File: config.mk
export PLATFORM = sky130hd
export DESIGN_NAME = mesi_cache_ctrl
export DESIGN_NICKNAME = d
export VERILOG_FILES = /design/src/rtl/mesi_pkg.sv /design/src/rtl/mesi_line_store.sv /design/src/rtl/mesi_snoop_unit.sv /design/src/rtl/mesi_req_fsm.sv /design/src/rtl/mesi_cache_ctrl.sv
export SDC_FILE = /design/constraint.sdc
export NUM_CORES = 1
export LEC_CHECK = 0
export BUFFER_PORTS_ARGS = -buffer_cell sky130_fd_sc_hd__buf_2
export CAP_MARGIN = 10
export CORE_ASPECT_RATIO = 0.5
export CORE_MARGIN = 2
export CORE_UTILIZATION = 40
export CTS_BUF_LIST = sky130_fd_sc_hd__clkbuf_2 sky130_fd_sc_hd__clkbuf_4 sky130_fd_sc_hd__clkbuf_8
export CTS_CLUSTER_DIAMETER = 40
export CTS_CLUSTER_SIZE = 40
export DETAILED_ROUTE_END_ITERATION = 7
export SLEW_MARGIN = 20
export SYNTH_ARGS = -nofsm -noshare
export SYNTH_HDL_FRONTEND = slang
export SYNTH_SLANG_ARGS = --single-unit
File: constraint.sdc
create_clock -name clk -period 7.2 [get_ports clk]
set_clock_uncertainty 0.2 [all_clocks]
set_input_delay 0.36 -clock clk [delete_from_list [all_inputs] [get_ports clk]]
set_output_delay 0.36 -clock clk [all_outputs]
set_load 0.02 [all_outputs]
File: src/rtl/mesi_pkg.sv
package mesi_pkg;
    typedef enum logic [1:0] {
        LS_I = 2'd0,
        LS_S = 2'd1,
        LS_E = 2'd2,
        LS_M = 2'd3
    } line_st_t;

    typedef enum logic [1:0] {
        BC_RD    = 2'd0,
        BC_RDINV = 2'd1,
        BC_INV   = 2'd2,
        BC_WR    = 2'd3
    } bus_cmd_t;

    typedef enum logic {
        FS_IDLE = 1'b0,
        FS_BUS  = 1'b1
    } fsm_st_t;
endpackage

File: src/rtl/mesi_line_store.sv
module mesi_line_store
    import mesi_pkg::*;
#(
    parameter int SETS   = 4,
    parameter int IDX_W  = 2,
    parameter int TAG_W  = 4,
    parameter int DATA_W = 8
) (
    input  logic              clk,
    input  logic              rst_n,
    input  logic [IDX_W-1:0]  a_idx,
    output line_st_t          a_state,
    output logic [TAG_W-1:0]  a_tag,
    output logic [DATA_W-1:0] a_data,
    input  logic [IDX_W-1:0]  b_idx,
    output line_st_t          b_state,
    output logic [TAG_W-1:0]  b_tag,
    output logic [DATA_W-1:0] b_data,
    input  logic              wa_en,
    input  logic [IDX_W-1:0]  wa_idx,
    input  line_st_t          wa_state,
    input  logic [TAG_W-1:0]  wa_tag,
    input  logic [DATA_W-1:0] wa_data,
    input  logic              wb_en,
    input  logic [IDX_W-1:0]  wb_idx,
    input  line_st_t          wb_state
);
    line_st_t          st_q   [SETS];
    logic [TAG_W-1:0]  tag_q  [SETS];
    logic [DATA_W-1:0] data_q [SETS];

    always_ff @(posedge clk) begin
        for (int s = 0; s < SETS; s++) begin
            if (!rst_n) begin
                st_q[s]   <= LS_I;
                tag_q[s]  <= '0;
                data_q[s] <= '0;
            end else if (wb_en && wb_idx == IDX_W'(s)) begin
                st_q[s] <= wb_state;
            end else if (wa_en && wa_idx == IDX_W'(s)) begin
                st_q[s]   <= wa_state;
                tag_q[s]  <= wa_tag;
                data_q[s] <= wa_data;
            end
        end
    end

    assign a_state = st_q[a_idx];
    assign a_tag   = tag_q[a_idx];
    assign a_data  = data_q[a_idx];
    assign b_state = st_q[b_idx];
    assign b_tag   = tag_q[b_idx];
    assign b_data  = data_q[b_idx];

    // requester and snooper never update the array in the same cycle
    a_r11_one_writer: assert property (@(posedge clk) disable iff (!rst_n)
        !(wa_en && wb_en));
endmodule

File: src/rtl/mesi_snoop_unit.sv
module mesi_snoop_unit
    import mesi_pkg::*;
#(
    parameter int TAG_W  = 4,
    parameter int DATA_W = 8
) (
    input  logic              clk,
    input  logic              rst_n,
    input  logic              snp_valid,
    input  bus_cmd_t          snp_cmd,
    input  logic [TAG_W-1:0]  snp_tag,
    input  line_st_t          b_state,
    input  logic [TAG_W-1:0]  b_tag,
    input  logic [DATA_W-1:0] b_data,
    output logic              snp_shared,
    output logic              snp_dirty,
    output logic [DATA_W-1:0] snp_data,
    output logic              wb_en,
    output line_st_t          wb_state
);
    logic hold;

    assign hold = snp_valid && (b_state != LS_I) && (b_tag == snp_tag) && (snp_cmd != BC_WR);

    always_comb begin
        snp_shared = hold;
        snp_dirty  = hold && (b_state == LS_M);
        snp_data   = snp_dirty ? b_data : '0;
        wb_en      = 1'b0;
        wb_state   = LS_I;
        if (hold) begin
            unique case (snp_cmd)
                BC_RD: begin
                    wb_en    = (b_state != LS_S);
                    wb_state = LS_S;
                end
                BC_RDINV, BC_INV: begin
                    wb_en    = 1'b1;
                    wb_state = LS_I;
                end
                default: begin
                    wb_en    = 1'b0;
                    wb_state = LS_I;
                end
            endcase
        end
    end

    // a supplied dirty word always comes with the shared flag
    a_r8_dirty_with_shared: assert property (@(posedge clk) disable iff (!rst_n)
        snp_dirty |-> snp_shared);
    // nothing answers a snooped write line
    a_r7_no_answer_to_wr: assert property (@(posedge clk) disable iff (!rst_n)
        (snp_valid && snp_cmd == BC_WR) |-> !wb_en);
endmodule

File: src/rtl/mesi_req_fsm.sv
module mesi_req_fsm
    import mesi_pkg::*;
#(
    parameter int ADDR_W = 6,
    parameter int DATA_W = 8,
    parameter int IDX_W  = 2
) (
    input  logic                      clk,
    input  logic                      rst_n,
    input  logic                      cpu_req,
    input  logic                      cpu_we,
    input  logic [ADDR_W-1:0]         cpu_addr,
    input  logic [DATA_W-1:0]         cpu_wdata,
    output logic                      cpu_ready,
    output logic                      cpu_done,
    output logic [DATA_W-1:0]         cpu_rdata,
    input  logic                      snp_valid,
    output logic                      bus_req,
    output bus_cmd_t                  bus_cmd,
    output logic [ADDR_W-1:0]         bus_addr,
    output logic [DATA_W-1:0]         bus_wdata,
    input  logic                      bus_gnt,
    input  logic [DATA_W-1:0]         bus_rdata,
    input  logic                      bus_shared_in,
    output logic [IDX_W-1:0]          a_idx,
    input  line_st_t                  a_state,
    input  logic [ADDR_W-IDX_W-1:0]   a_tag,
    input  logic [DATA_W-1:0]         a_data,
    output logic                      wa_en,
    output logic [IDX_W-1:0]          wa_idx,
    output line_st_t                  wa_state,
    output logic [ADDR_W-IDX_W-1:0]   wa_tag,
    output logic [DATA_W-1:0]         wa_data
);
    localparam int TAG_W = ADDR_W - IDX_W;

    fsm_st_t           fs_q, fs_d;
    logic              op_we;
    logic [ADDR_W-1:0] op_addr;
    logic [DATA_W-1:0] op_wdata;
    logic              done_d;
    logic [DATA_W-1:0] rdata_d;
    logic [ADDR_W-1:0] look_addr;
    logic [TAG_W-1:0]  look_tag;
    logic              hit;
    logic              accept;

    assign look_addr = (fs_q == FS_IDLE) ? cpu_addr : op_addr;
    assign a_idx     = look_addr[IDX_W-1:0];
    assign look_tag  = look_addr[ADDR_W-1:IDX_W];
    assign hit       = (a_state != LS_I) && (a_tag == look_tag);
    assign cpu_ready = (fs_q == FS_IDLE) && !snp_valid;
    assign accept    = cpu_req && cpu_ready;

    always_ff @(posedge clk) begin
        if (!rst_n) begin
            fs_q      <= FS_IDLE;
            op_we     <= 1'b0;
            op_addr   <= '0;
            op_wdata  <= '0;
            cpu_done  <= 1'b0;
            cpu_rdata <= '0;
        end else begin
            fs_q      <= fs_d;
            cpu_done  <= done_d;
            cpu_rdata <= rdata_d;
            if (accept) begin
                op_we    <= cpu_we;
                op_addr  <= cpu_addr;
                op_wdata <= cpu_wdata;
            end
        end
    end

    always_comb begin
        fs_d      = fs_q;
        done_d    = 1'b0;
        rdata_d   = cpu_rdata;
        bus_req   = 1'b0;
        bus_cmd   = BC_RD;
        bus_addr  = op_addr;
        bus_wdata = op_wdata;
        wa_en     = 1'b0;
        wa_idx    = a_idx;
        wa_state  = a_state;
        wa_tag    = look_tag;
        wa_data   = a_data;
        unique case (fs_q)
            FS_IDLE: begin
                if (accept) begin
                    if (hit && !cpu_we) begin
                        done_d  = 1'b1;
                        rdata_d = a_data;
                    end else if (hit && (a_state == LS_M || a_state == LS_E)) begin
                        wa_en    = 1'b1;
                        wa_state = LS_M;
                        wa_data  = cpu_wdata;
                        done_d   = 1'b1;
                    end else begin
                        fs_d = FS_BUS;
                    end
                end
            end
            FS_BUS: begin
                bus_req = 1'b1;
                if (a_state == LS_M && !hit) begin
                    bus_cmd   = BC_WR;
                    bus_addr  = {a_tag, a_idx};
                    bus_wdata = a_data;
                    if (bus_gnt) begin
                        wa_en    = 1'b1;
                        wa_state = LS_I;
                        wa_tag   = a_tag;
                    end
                end else if (op_we && hit) begin
                    bus_cmd = BC_INV;
                    if (bus_gnt) begin
                        wa_en    = 1'b1;
                        wa_state = LS_M;
                        wa_data  = op_wdata;
                        done_d   = 1'b1;
                        fs_d     = FS_IDLE;
                    end
                end else if (op_we) begin
                    bus_cmd = BC_RDINV;
                    if (bus_gnt) begin
                        wa_en    = 1'b1;
                        wa_state = LS_M;
                        wa_data  = op_wdata;
                        done_d   = 1'b1;
                        fs_d     = FS_IDLE;
                    end
                end else begin
                    bus_cmd = BC_RD;
                    if (bus_gnt) begin
                        wa_en    = 1'b1;
                        wa_state = bus_shared_in ? LS_S : LS_E;
                        wa_data  = bus_rdata;
                        done_d   = 1'b1;
                        rdata_d  = bus_rdata;
                        fs_d     = FS_IDLE;
                    end
                end
            end
            default: fs_d = FS_IDLE;
        endcase
    end

    // a pending request stays asserted until it is granted
    a_r10_req_held: assert property (@(posedge clk) disable iff (!rst_n)
        (bus_req && !bus_gnt) |=> bus_req);
    // a victim write-back is followed by a fill, never a second write-back
    a_r9_fill_after_wb: assert property (@(posedge clk) disable iff (!rst_n)
        (bus_gnt && bus_req && bus_cmd == BC_WR) |=> (bus_req && bus_cmd != BC_WR));
    // a granted fill or upgrade finishes the request on the next cycle
    a_r5_done_after_grant: assert property (@(posedge clk) disable iff (!rst_n)
        (bus_gnt && bus_req && bus_cmd != BC_WR) |=> cpu_done);
    // no new request is taken while the bus is requested
    a_r11_ready_idle: assert property (@(posedge clk) disable iff (!rst_n)
        cpu_ready |-> !bus_req);
endmodule

File: src/rtl/mesi_cache_ctrl.sv
module mesi_cache_ctrl
    import mesi_pkg::*;
#(
    parameter int ADDR_W = 6,
    parameter int DATA_W = 8,
    parameter int SETS   = 4
) (
    input  logic              clk,
    input  logic              rst_n,
    input  logic              cpu_req,
    input  logic              cpu_we,
    input  logic [ADDR_W-1:0] cpu_addr,
    input  logic [DATA_W-1:0] cpu_wdata,
    output logic              cpu_ready,
    output logic              cpu_done,
    output logic [DATA_W-1:0] cpu_rdata,
    output logic              bus_req,
    output logic [1:0]        bus_cmd,
    output logic [ADDR_W-1:0] bus_addr,
    output logic [DATA_W-1:0] bus_wdata,
    input  logic              bus_gnt,
    input  logic [DATA_W-1:0] bus_rdata,
    input  logic              bus_shared_in,
    input  logic              snp_valid,
    input  logic [1:0]        snp_cmd,
    input  logic [ADDR_W-1:0] snp_addr,
    output logic              snp_shared,
    output logic              snp_dirty,
    output logic [DATA_W-1:0] snp_data
);
    localparam int IDX_W = (SETS > 1) ? $clog2(SETS) : 1;
    localparam int TAG_W = ADDR_W - IDX_W;

    logic [IDX_W-1:0]  a_idx;
    line_st_t          a_state, b_state;
    logic [TAG_W-1:0]  a_tag, b_tag;
    logic [DATA_W-1:0] a_data, b_data;
    logic              wa_en, wb_en;
    logic [IDX_W-1:0]  wa_idx;
    line_st_t          wa_state, wb_state;
    logic [TAG_W-1:0]  wa_tag;
    logic [DATA_W-1:0] wa_data;
    bus_cmd_t          cmd_w;

    mesi_line_store #(.SETS(SETS), .IDX_W(IDX_W), .TAG_W(TAG_W), .DATA_W(DATA_W)) u_store (
        .clk(clk), .rst_n(rst_n),
        .a_idx(a_idx), .a_state(a_state), .a_tag(a_tag), .a_data(a_data),
        .b_idx(snp_addr[IDX_W-1:0]), .b_state(b_state), .b_tag(b_tag), .b_data(b_data),
        .wa_en(wa_en), .wa_idx(wa_idx), .wa_state(wa_state), .wa_tag(wa_tag), .wa_data(wa_data),
        .wb_en(wb_en), .wb_idx(snp_addr[IDX_W-1:0]), .wb_state(wb_state)
    );

    mesi_snoop_unit #(.TAG_W(TAG_W), .DATA_W(DATA_W)) u_snoop (
        .clk(clk), .rst_n(rst_n),
        .snp_valid(snp_valid), .snp_cmd(bus_cmd_t'(snp_cmd)),
        .snp_tag(snp_addr[ADDR_W-1:IDX_W]),
        .b_state(b_state), .b_tag(b_tag), .b_data(b_data),
        .snp_shared(snp_shared), .snp_dirty(snp_dirty), .snp_data(snp_data),
        .wb_en(wb_en), .wb_state(wb_state)
    );

    mesi_req_fsm #(.ADDR_W(ADDR_W), .DATA_W(DATA_W), .IDX_W(IDX_W)) u_fsm (
        .clk(clk), .rst_n(rst_n),
        .cpu_req(cpu_req), .cpu_we(cpu_we), .cpu_addr(cpu_addr), .cpu_wdata(cpu_wdata),
        .cpu_ready(cpu_ready), .cpu_done(cpu_done), .cpu_rdata(cpu_rdata),
        .snp_valid(snp_valid),
        .bus_req(bus_req), .bus_cmd(cmd_w), .bus_addr(bus_addr), .bus_wdata(bus_wdata),
        .bus_gnt(bus_gnt), .bus_rdata(bus_rdata), .bus_shared_in(bus_shared_in),
        .a_idx(a_idx), .a_state(a_state), .a_tag(a_tag), .a_data(a_data),
        .wa_en(wa_en), .wa_idx(wa_idx), .wa_state(wa_state), .wa_tag(wa_tag), .wa_data(wa_data)
    );

    assign bus_cmd = cmd_w;

    // no bus request in the first cycle after reset
    a_r1_quiet_after_reset: assert property (@(posedge clk)
        !rst_n |=> !bus_req);
endmodule

==> results.md <==
* Yosys warns at 0
* Wire per inst at 19.5 um
* Num Clock Sinks at 81
* Cell total after placement at 708
* Worst-case clock buffer depth at 2
* Fin cells at 724
* Most used cells in the layout excluding fill and tap cells: 76 x nand2_1, 73 x buf_2, 56 x edfxtp_1
* 1st-pass router iterations at 5
* Final design area excluding fillers at 5710 um^2
* Chip height at 83.6 um
* RSZ-0062 raised after global routing: false
* Worst skew pair latency at 0.37 ns
* DRT Wirelength at 14200 um
* CP endpoint kind: output port
* Root Buffer Master: clkbuf_8
* Nets at 588
* Hold Crit Class: input pin to flip-flop
* Critical Path AT at 4.32 ns
* Slowest CP cell: and4_1
* PwrDens at 191 nW/um^2
* Layout cell share with drive strength beyond 1 at 0.269
* Full die area at 13700 um^2
* CP max stage delay at 0.72 ns
* Synth Area in Compound Gates at 0.149
* Post-synthesis xor/xnor area fraction at 0.0155
* Most common cell after layout, fill and taps aside: nand2_1
* Synthesized Nets at 534
* Worst slew pin tran at 0.934 ns
* Total CTS buffers at 9
* H-tree depth at 3
* Diode count at 0
* Clock transition at path regs at 0.08 ns
* Fin Setup TNS at 0 ns
* Setup repair bufs after CTS at 0
* Setup-failing EPs final at 0
* Buffers & Inverters on Critical Path at 1
* Seq/Total Area, Yosys at 0.430
* Mapped Area at 5070 um^2
* IO Count at 74
* RePlAce Congestion at 0.815
* Initial Utilization at 0.405
* Maximum VDD drop at 84.5 uV
* Die X at 163 um
* Max Fclk at 205 MHz
* Largest family of logic cells by synthesized area: simple AND/OR/NAND/NOR gates
* Final min period at 4.88 ns
* Row count at 29
* Required time of the critical path at 6.64 ns
* Port bufs at 73
* Max-Cap Viols at 0
* Fill cells at 1209
* Family with the most delay on the worst path: multiplexers
* GRT Residual Overflow at 0
* Antenna Nets Post-Route at 0
* Final Hold Viols at 0
* Vias in the first global route at 3911
* Slew headroom at 0.375
* Synth Area in Adders at 0.00493
* Status: finished, final reports clean
* Crit path cell chain: mux2_4, mux2i_1, mux2i_1, xnor2_1, and4_1, nor2_1, nand2_1, mux2_2, buf_2
* Most used cell, CP: mux2i_1
* Area Growth Syn to Fin at 12.5%
* Hold_ws at 0.0557 ns
* Via count at 4069
* Cell count after synthesis at 495
* Via density per instance at 5.62
* First-pass GRT wire length at 22400 um
* Asr flop ratio synth at 0
* Placeable Area at 12500 um^2
* Hold buffer count at CTS at 0
* Leakage at 2.17 nW
* CP max FO at 34
* Post-synth EDFFs at 56
* DRT iter0 DRCs at 333
* Simple-gate area share of the yosys netlist at 0.187
* Critical Setup Path Class: flip-flop to output port
* Initial antenna violation count at 0
* Period Utilization, post-route at 0.677
* Placed inst area at 5520 um^2
* FF+latch count, synth at 81
* Mean Syn Cell Area at 10.2 um^2
* Slew Limit Fails at 0
* Largest net degree at the start of global routing at 38
* Count of cell types in the netlist at 57
* CTS tree: yes
* DR DRC count at 0
* Resized Gates After CTS at 0
* Critical Path Start Type: flip-flop
* Multiplexer share of the synthesized area at 0.167
* Ys flop type: edfxtp_1
* Detailed Place HPWL at 10000 um
* Total GRT Usage at 0.217
final timing paths:
kind                                        from  cells after the start  slack (ns)                  to
worst min-delay path                 cpu_addr[2]                      3        0.06    u_fsm.op_addr[2]
worst min register to register  u_fsm.op_addr[4]                      2        0.29    u_fsm.op_addr[4]
worst max register to register        u_fsm.fs_q                      7        3.13  u_store.st_q[0][0]
worst max-delay path                  u_fsm.fs_q                      9        2.32        bus_wdata[4]
synth_stat cells (2+ instances only):
library cell	instances	area share
and3_1	11	0.014
a21oi_1	8	0.0079
xnor2_1	9	0.016
a21boi_0	16	0.024
a21o_1	2	0.0030
o31a_1	2	0.0035
nor2_1	32	0.024
mux2_2	13	0.029
buf_6	4	0.0089
mux4_2	15	0.067
o311ai_0	2	0.0035
nor2b_1	36	0.044
nor2b_2	3	0.0052
nand4_1	2	0.0025
o221a_2	8	0.018
or3_1	3	0.0037
nand2b_1	3	0.0037
nand2_1	76	0.056
dfxtp_1	25	0.099
edfxtp_1	56	0.33
a31oi_1	16	0.020
mux2i_1	31	0.061
inv_1	16	0.012
o22ai_1	2	0.0025
nand3_1	12	0.012
buf_2	6	0.0059
ha_1	2	0.0049
o22ai_2	2	0.0049
o21ai_0	22	0.022
o221ai_1	2	0.0035
o211ai_1	8	0.012
clkbuf_1	25	0.019
layer usage:
| metal | wire, um | track usage | vias to the layer above | share of wire |
|---|---|---|---|---|
| met4 | 114 | 0.0338 | 0 | 0.0081 |
| met2 | 5780 | 0.299 | 161 | 0.41 |
| met5 | 0 | 0 | - | 0 |
| met1 | 7080 | 0.339 | 1983 | 0.50 |
| met3 | 1190 | 0.0596 | 11 | 0.084 |
| li1 | - | - | 1914 | - |
metrics by stage:
step,worst slack (ns),power (mW),util
finish,2.32,1.09,0.456
global route,1.99,1.14,0.456
CTS,2.31,1.09,0.456
detailed placement,2.72,0.767,0.441
global placement,2.82,0.766,0.441
floorplan,3.49,0.699,-
cell type report:
type                            instances  area (um^2)  area share
Tap cell                              170          213      0.0373
Inverter                               16         60.1      0.0105
Timing Repair Buffer                   79          410      0.0719
Multi-Input combinational cell        362         2650       0.465
Sequential cell                        81         2180       0.382
Clock buffer                           16          189      0.0331
state kept, by name, indices dropped and copies added, names as in the netlist:
register and flops:
u_fsm.cpu_rdata 8, u_fsm.op_wdata 8, u_fsm.cpu_done 1, u_store.tag_q 16, u_store.st_q 8, u_store.data_q 32, u_fsm.fs_q 1, u_fsm.op_addr 6
u_fsm.op_we 1
worst min-delay path, cell delays in order:
cell and delay, ns:
buf_2 0.11, nand2_1 0.05, a21boi_0 0.06
logic make-up after synthesis:
group / count (synthesis)
flops: 81
simple gates: 188
mux: 62
compound gates: 101
fa+ha+maj: 2
buf+inv: 52
xor+xnor: 9
power by group:
part	internal, mW	switching (mW)
sequential	0.517	0.0158
clock	0.164	0.164
combinational	0.0875	0.140
total	0.769	0.319
Note: power is estimated with default switching activity, not from simulation.
